--- src/rtl/lin_bem_pkg.sv ---
package lin_bem_pkg;
    typedef enum logic [1:0] {
        ST_IDLE  = 2'd0,
        ST_DRIVE = 2'd1,
        ST_HALT  = 2'd2
    } bem_state_t;
endpackage

--- src/rtl/lin_bem_sampler.sv ---
// Tracks the sample index within the current bit, the latched drive level
// and whether a high level was seen at any sample so far.
module lin_bem_sampler #(
    parameter int unsigned OSR = 16,
    localparam int unsigned IW = $clog2(OSR + 1)
) (
    input  logic          clk,
    input  logic          rst_n,
    input  logic          load,
    input  logic          step,
    input  logic          tx_bit,
    input  logic          rx_lvl,
    output logic [IW-1:0] idx,
    output logic          drv_bit,
    output logic          seen_hi
);
    always_ff @(posedge clk or negedge rst_n) begin
        if (!rst_n) begin
            idx     <= '0;
            drv_bit <= 1'b1;
            seen_hi <= 1'b0;
        end else if (load) begin
            idx     <= IW'(1);
            drv_bit <= tx_bit;
            seen_hi <= rx_lvl;
        end else if (step) begin
            idx     <= idx + 1'b1;
            seen_hi <= seen_hi | rx_lvl;
        end
    end
endmodule

--- src/rtl/lin_bem_flag.sv ---
// Sticky flag with clear strobe; a set in the same cycle wins.
module lin_bem_flag (
    input  logic clk,
    input  logic rst_n,
    input  logic set,
    input  logic clr,
    output logic q
);
    always_ff @(posedge clk or negedge rst_n) begin
        if (!rst_n)   q <= 1'b0;
        else if (set) q <= 1'b1;
        else if (clr) q <= 1'b0;
    end
endmodule

--- src/rtl/lin_bit_error_monitor.sv ---
module lin_bit_error_monitor
    import lin_bem_pkg::*;
#(
    parameter int unsigned OSR        = 16,
    parameter int unsigned FAST_EARLY = 9,
    parameter int unsigned FAST_LATE  = 13
) (
    input  logic clk,
    input  logic rst_n,
    input  logic os_tick,
    input  logic bit_start,
    input  logic byte_start,
    input  logic tx_bit,
    input  logic rxd,
    input  logic lin_mode,
    input  logic fast_en,
    input  logic fast_late,
    input  logic stop_on_err,
    input  logic dma_stop_on_err,
    input  logic err_irq_en,
    input  logic rx_invert,
    input  logic tx_out_en,
    input  logic dma_req_in,
    input  logic berr_clr,
    input  logic pberr_clr,
    output logic txd,
    output logic txd_oe,
    output logic rx_data,
    output logic bit_err,
    output logic phy_err,
    output logic err_irq,
    output logic dma_req,
    output logic byte_hold
);
    localparam int unsigned IW = $clog2(OSR + 1);

    bem_state_t    state, state_nx;
    logic [IW-1:0] idx, idx_inc, target;
    logic          drv_bit, seen_hi, rx_lvl;
    logic          fast_on, halt_on, dstop_on;
    logic          accept, step, cmp_fire, berr_set, pberr_set, halt_evt;
    logic          is_drive;

    assign rx_lvl   = rxd ^ rx_invert;
    assign fast_on  = lin_mode & fast_en;
    assign halt_on  = lin_mode & stop_on_err;
    assign dstop_on = lin_mode & dma_stop_on_err;
    assign is_drive = (state == ST_DRIVE);
    assign idx_inc  = idx + 1'b1;
    assign target   = fast_on ? (fast_late ? IW'(FAST_LATE) : IW'(FAST_EARLY))
                              : IW'(OSR);

    assign accept    = os_tick & bit_start & (state != ST_HALT)
                     & (is_drive | byte_start)
                     & ~(byte_start & halt_on & bit_err);
    assign step      = os_tick & is_drive & ~accept & (idx != IW'(OSR));
    assign cmp_fire  = step & (idx_inc == target);
    assign berr_set  = cmp_fire & (rx_lvl != drv_bit);
    assign pberr_set = step & (idx_inc == IW'(OSR)) & drv_bit & ~seen_hi & ~rx_lvl;
    assign halt_evt  = berr_set & halt_on;

    lin_bem_sampler #(.OSR(OSR)) u_samp (
        .clk(clk), .rst_n(rst_n), .load(accept), .step(step),
        .tx_bit(tx_bit), .rx_lvl(rx_lvl),
        .idx(idx), .drv_bit(drv_bit), .seen_hi(seen_hi)
    );

    lin_bem_flag u_berr (
        .clk(clk), .rst_n(rst_n), .set(berr_set), .clr(berr_clr), .q(bit_err)
    );

    lin_bem_flag u_pberr (
        .clk(clk), .rst_n(rst_n), .set(pberr_set), .clr(pberr_clr), .q(phy_err)
    );

    always_ff @(posedge clk or negedge rst_n) begin
        if (!rst_n) state <= ST_IDLE;
        else        state <= state_nx;
    end

    always_comb begin
        state_nx = state;
        unique case (state)
            ST_IDLE: begin
                if (accept) state_nx = ST_DRIVE;
            end
            ST_DRIVE: begin
                if (halt_evt)
                    state_nx = ST_HALT;
                else if (os_tick && !accept && idx == IW'(OSR))
                    state_nx = ST_IDLE;
            end
            ST_HALT: begin
                if (!bit_err) state_nx = ST_IDLE;
            end
            default: state_nx = ST_IDLE;
        endcase
    end

    always_comb begin
        txd       = is_drive ? drv_bit : 1'b1;
        txd_oe    = is_drive & tx_out_en;
        rx_data   = rx_lvl;
        err_irq   = bit_err & err_irq_en;
        dma_req   = dma_req_in & ~(dstop_on & (bit_err | phy_err));
        byte_hold = halt_on & bit_err;
    end
endmodule

--- config.mk ---
export PLATFORM = sky130hd
export DESIGN_NAME = lin_bit_error_monitor
export DESIGN_NICKNAME = d
export VERILOG_FILES = /design/src/rtl/lin_bem_pkg.sv /design/src/rtl/lin_bem_sampler.sv /design/src/rtl/lin_bem_flag.sv /design/src/rtl/lin_bit_error_monitor.sv
export SDC_FILE = /design/constraint.sdc
export NUM_CORES = 1
export LEC_CHECK = 0
export BUFFER_PORTS_ARGS = -buffer_cell sky130_fd_sc_hd__buf_4
export CAP_MARGIN = 10
export CORE_MARGIN = 1.5
export CORE_UTILIZATION = 44
export CTS_CLUSTER_SIZE = 25
export DETAILED_ROUTE_END_ITERATION = 6
export PLACE_DENSITY = 0.71
export SLEW_MARGIN = 0
export SYNTH_ARGS = -nofsm -noshare
export SYNTH_HDL_FRONTEND = slang
export SYNTH_SLANG_ARGS = --single-unit
--- constraint.sdc ---
create_clock -name clk -period 1.77 [get_ports clk]
set_clock_uncertainty 0.2 [all_clocks]
set_input_delay 0.177 -clock clk [delete_from_list [all_inputs] [get_ports clk]]
set_output_delay 0.177 -clock clk [all_outputs]
set_load 0.02 [all_outputs]
Word level (Yosys, flattened, before mapping)
Index checks and enable logic that the tools add are counted.
{ "op_classes": {"addsub": 1, "eq_ne": 11, "muxes": 16, "bitwise_logic": 33, "reduce_logical": 8} }
{ "op_table": {"columns": ["cell", "n"], "rows": [
  ["1-bit AND", 24],
  ["5-bit two-way mux", 3],
  ["5-bit == test (second input constant)", 2],
  ["2-bit two-way mux", 4],
  ["1-bit two-way mux", 7],
  ["2-bit inequality test (second input constant)", 3],
  ["2-bit one-hot mux with 3 select lines", 1],
  ["2-bit nonzero test", 3],
  ["5-bit by 1-bit adder with 5-bit output (second input constant)", 1],
  ["5-bit == test", 1],
  ["5-bit inequality test (second input constant)", 1],
  ["1-bit inverter", 5],
  ["3-bit two-way mux", 1],
  ["3-bit by 2-bit inequality test with 1-bit output (second input constant)", 1],
  ["1-bit OR", 3],
  ["3-bit AND reduction", 1],
  ["2-bit by 1-bit == test with 1-bit output (second input constant)", 1],
  ["2-bit == test (second input constant)", 1],
  ["1-bit logical AND", 2],
  ["2-bit logical NOT", 1],
  ["1-bit logical NOT", 1],
  ["1-bit inequality test", 1],
  ["1-bit XOR", 1]
]} }
{ "word_totals": {"regBits": 11, "inputBits": 18, "output_inout_bits": 8} }

Longest topological paths before layout
{ "logic_depth": {"depth_word": 13, "depth_mapped": 8} }

Modules after synthesis
From an unflattened synthesis, not the netlist that was laid out.
{ "unflattened": {"hier_cells": 90, "area_unflattened_um2": 855.8} }
{ "modules_own_cells": {"columns": ["mod", "instances", "cells_each", "area_each_um2"], "rows": [
  ["lin_bit_error_monitor", 1, 55, 446.7],
  ["lin_bem_sampler", 1, 29, 336.6],
  ["lin_bem_flag", 2, 3, 36.3]
]} }

Least setup slack after synthesis
OpenSTA, ideal clock, no wires.
{ "synth_timing": {"kind": "reg-to-reg", "start": "register u_samp.idx[0]", "end": "register state[0]", "arrival_time_ns": 1.545, "required_ns": 1.451, "path_slack_ns": -0.094, "stages_incl_launch_ff": 8, "synth_period_minus_slack_ns": 1.864, "cell_sequence": "dfrtp_1 inv_1 ha_1 nor4bb_4 a211o_1 nor4_2 o21ai_1 and2_1"} }
{ "synth_between": {"elab_chain_len": 7} }
{ "synth_lines": {"columns": ["item", "line", "text"], "rows": [
  ["from (decl)", "lin_bem_sampler.sv:13", "output logic [IW-1:0] idx,"],
  ["from (signal assigned)", "lin_bem_sampler.sv:27", "idx <= idx + 1'b1;"],
  ["5-bit by 1-bit adder with 5-bit output / 5-bit inequality test (equally long branches)", "lin_bit_error_monitor.sv:49, lin_bit_error_monitor.sv:56", null],
  ["5-bit == test / 1-bit AND (equally long branches)", "lin_bit_error_monitor.sv:57, lin_bit_error_monitor.sv:56", null],
  ["1-bit AND", "lin_bit_error_monitor.sv:57", "assign cmp_fire = step & (idx_inc == target);"],
  ["1-bit AND", "lin_bit_error_monitor.sv:58", "assign berr_set = cmp_fire & (rx_lvl != drv_bit);"],
  ["1-bit AND", "lin_bit_error_monitor.sv:60", "assign halt_evt = berr_set & halt_on;"],
  ["3-bit by 2-bit inequality test with 1-bit output (no source line) / 2-bit two-way mux (equally long branches)", null, null],
  ["3-bit AND reduction (no source line) / 2-bit one-hot mux with 3 select lines (equally long branches)", null, null],
  ["to (signal assigned)", "lin_bit_error_monitor.sv:78", "else state <= state_nx;"],
  ["to (decl)", "lin_bit_error_monitor.sv:37", "bem_state_t state, state_nx;"]
]} }
Parallel ways exist; a longest one is shown, timed or not.
A chain may end at the register's enable or synchronous reset.

Final worst setup path
{ "layout_timing": {"start": "register u_samp.idx[1]", "end": "register state[0]"} }
Same word-level chain as after synthesis.

==> impl_results.md <==
- Run status: complete, but fails checks
- Failing checks: negative setup slack
- DIE HEIGHT: ~46 um
- Final Cycle Share: 104%
- CP max-delay cell: dfrtp_1
- Combinational family with the most area after synthesis: simple AND/OR/NAND/NOR gates
- Die X: 46.3 um
- Fin Setup TNS: -0.102 ns
- Unrepaired setup endpoints after global routing: true
- Tot Pwr: 1.02 mW
- Post-synthesis mux area share: 1.37%
- Initial antenna violation count: 0
- Dpl hpwl: 1530 um
- Hold WC Path Type: primary input to asynchronous set/reset pin
- DR vias/cell: 4.93
- Count of cell types in the netlist: 34
- CTS Sinks: 11
- Max Slew Vio Count: 0
- Layout cells sized above 1: roughly 39%
- Mapped Cells: just over 90
- Final hold slack: between 0.07 and 0.08 ns
- Net Count, Synth: 113
- Vias: 789
- Worst Path Required: roughly 1.7 ns
- Total of max-cap violations: 0
- CTS clk-pin slew, worst paths: 0.07 ns
- R2R depth: 7
- Tmin final: 1.83 ns
- Buf+Inv Stages, Crit Path: 1
- IO Pins: 26
- Reg2reg end: state[0]
- Clock power share: between 10% and 20%
- FF+latch count, synth: 11
- Crit path max fanout: 5
- First-pass GRT wire length: 3140 um
- Drt wl/cell: 12.3 um
- H-tree lvl count: 1
- GRT Util Overall: between 20% and 30%
- CTS tree: yes
- Final Core Density: 67.8%
- Slew at the pin closest to its max-slew limit: 0.345 ns
- Fmax: 0.545 GHz
- Top delay family on crit path: simple AND/OR/NAND/NOR gates
- Final Hold Viols: 0
- Effective utilization at floorplan: between 40 and 50%
- # rows: 15
- DRC: 0
- Leak: 0.550 nW
- Main synth FF type: dfrtp_1
- Area of the core: 0.00175 mm^2
- Vias in the first global route: 739
- Cts bufs inserted: 3
- R2R Path Start: u_samp.idx[1]
- GRT overflow: 0
- Post-synthesis xor/xnor area fraction: 8.50%
- Final WS setup: -0.0641 ns
- Complex-gate fraction of the synthesized area: between 10 and 15%
- Clock buffer depth: 2
- Setup crit start kind: register
- Worst Setup End Kind: register
- Setup violators final: 2
- Worst-Skew Late Latency: 0.27 ns
- R2R Setup Slk: -0.06 ns
- Simple-Gate Fraction of Synth Area: 32.2%
- GPL Wtd Cong: 0.833
- Fill cell count: 151
- Post-Syn Area: 825 um^2
- Synth Warn #: 0
- Largest net degree at the start of global routing: 12
- Worst-path cell chain: inv_1, ha_2, nor4bb_4, a211o_1, nor4_2, o21ai_1, and2_1
- Synth Area in Adders: 4.55%
- WL final: 1970 um
- PortBufs: 25
- Net Sw Frac: 36.8%
- Post-synth EDFFs: 0
- Setup WS pre-CTS: -0.0829 ns
- Die ar.: around 0.0021 mm^2
- CP peak stage delay: 0.39 ns
- Ant. Diodes: 0
- 1st-pass router iterations: 4
- Drt initial violations: 18
- WP data arrival: 1.80 ns
- DRT antenna net count: 0
- FFs w/ async S/R, synth: 100%
- Seq/Total Area, Yosys: between 30% and 40%
- Worst vdd ir: 0.764 mV
- Power Internal: 646 uW
- NetSw: 377 uW
- Mean Syn Cell Area: roughly 9 um^2
- WS Path Type: register to register
- Gate power share: 48.0%
- Flop pwr share: 34.8%
- Area Growth Syn to Fin: 43.6%
- NumNets Final: 157
- Slew margin rel.: 76.8%
- Root Buffer: clkbuf_4
- Pwr Density: 864 mW/mm^2
## logic make-up after synthesis
kind of cell    after synthesis
xor+xnor                      8
simple gates                 40
compound gates               18
mux                           1
flops                        11
buf+inv                      11
fa+ha+maj                     3
## Yosys cell counts, drive strengths merged (2+ instances only)
| master | n | area [um^2] |
|---|---|---|
| o21ai | 9 | 45.0 |
| buf | 3 | 27.5 |
| nor3 | 2 | 15.0 |
| xor2 | 5 | 43.8 |
| a21oi | 3 | 15.0 |
| o22ai | 2 | 12.5 |
| dfrtp | 10 | 250 |
| nand3 | 7 | 35.0 |
| inv | 8 | 30.0 |
| nand4 | 3 | 18.8 |
| nand2 | 8 | 32.5 |
| nor2 | 4 | 15.0 |
| xnor2 | 3 | 26.3 |
| nor3b | 3 | 22.5 |
| ha | 3 | 37.5 |
| and2 | 5 | 31.3 |
## power by group through the flow
stage	clock [mW]	combinational, mW	sequential, mW
floorplan	0	0.290	0.346
detailed placement	0	0.457	0.361
finish	0.176	0.492	0.356
CTS	0.179	0.488	0.356
global placement	0	0.448	0.357
global route	0.195	0.538	0.364
## worst reg2reg max path: stages (launching register included)
cell,delay (ns)
dfrtp_1,0.39
inv_1,0.07
ha_2,0.16
nor4bb_4,0.15
a211o_1,0.30
nor4_2,0.21
o21ai_1,0.11
and2_1,0.14
## repair_timing
item,CTS,global route
resized for setup,4,1
hold buffers,4,0
setup endpoints to repair,6,9
buffers inserted,1,0
hold endpoints to repair,14,0
## cell usage in the layout (no fill, tap or decap), types with 2 or more instances in the layout
master,n
a21oi_1,3
and2_1,5
ha_1,2
buf_4,38
clkbuf_4,3
o21ai_0,4
nand4_1,3
dfrtp_1,9
inv_1,7
nand2_1,7
nor2_1,4
o22ai_1,2
xor2_1,5
o21ai_1,5
dlygate4sd3_1,4
nand3_1,7
nor3b_1,3
xnor2_1,3
## worst max-delay path by stage
stage,startpoint,to,depth (start not counted)
final,u_samp.idx[1],state[0],7
after floorplan,u_samp.idx[0],state[0],7
after global routing,u_samp.idx[1],state[0],7
after detailed placement,u_samp.idx[0],state[0],7
after global placement,u_samp.idx[0],state[0],7
after CTS,u_samp.idx[1],state[0],7
## area by class of cell
cell class              count  area (um^2)  share of cell area [%]
clock buffers               4         26.3                    2.22
inverters                   8         30.0                    2.54
multi-input cells          70          493                    41.6
flip-flops and latches     11          278                    23.5
well taps                  25         31.3                    2.64
repair buffers             42          325                    27.5
## per-layer routing
layer | GRT usage [%] | part of all wire, % | up-vias
met1 | 23.4 | 43 | 355
met4 | 8.57 | 0.51 | 0
li1 | - | - | 410
met5 | 0 | 0 | -
met2 | 39.7 | 52 | 22
met3 | 4.71 | 4.3 | 2
## registers in the layout, indices dropped and copies added, names as in the netlist
name	cells
u_samp.seen_hi	1
u_pberr.q	1
state	2
u_samp.idx	5
u_samp.drv_bit	1
u_berr.q	1
## per-stage QoR
stage,area (um^2),instances
2_1_floorplan,826,92
3_3_place_gp,1110,151
3_5_place_dp,1110,151
4_1_cts,1180,160
5_1_grt,1180,160
6_report,1180,160
No activity file was read; power rests on OpenSTA's default activity.
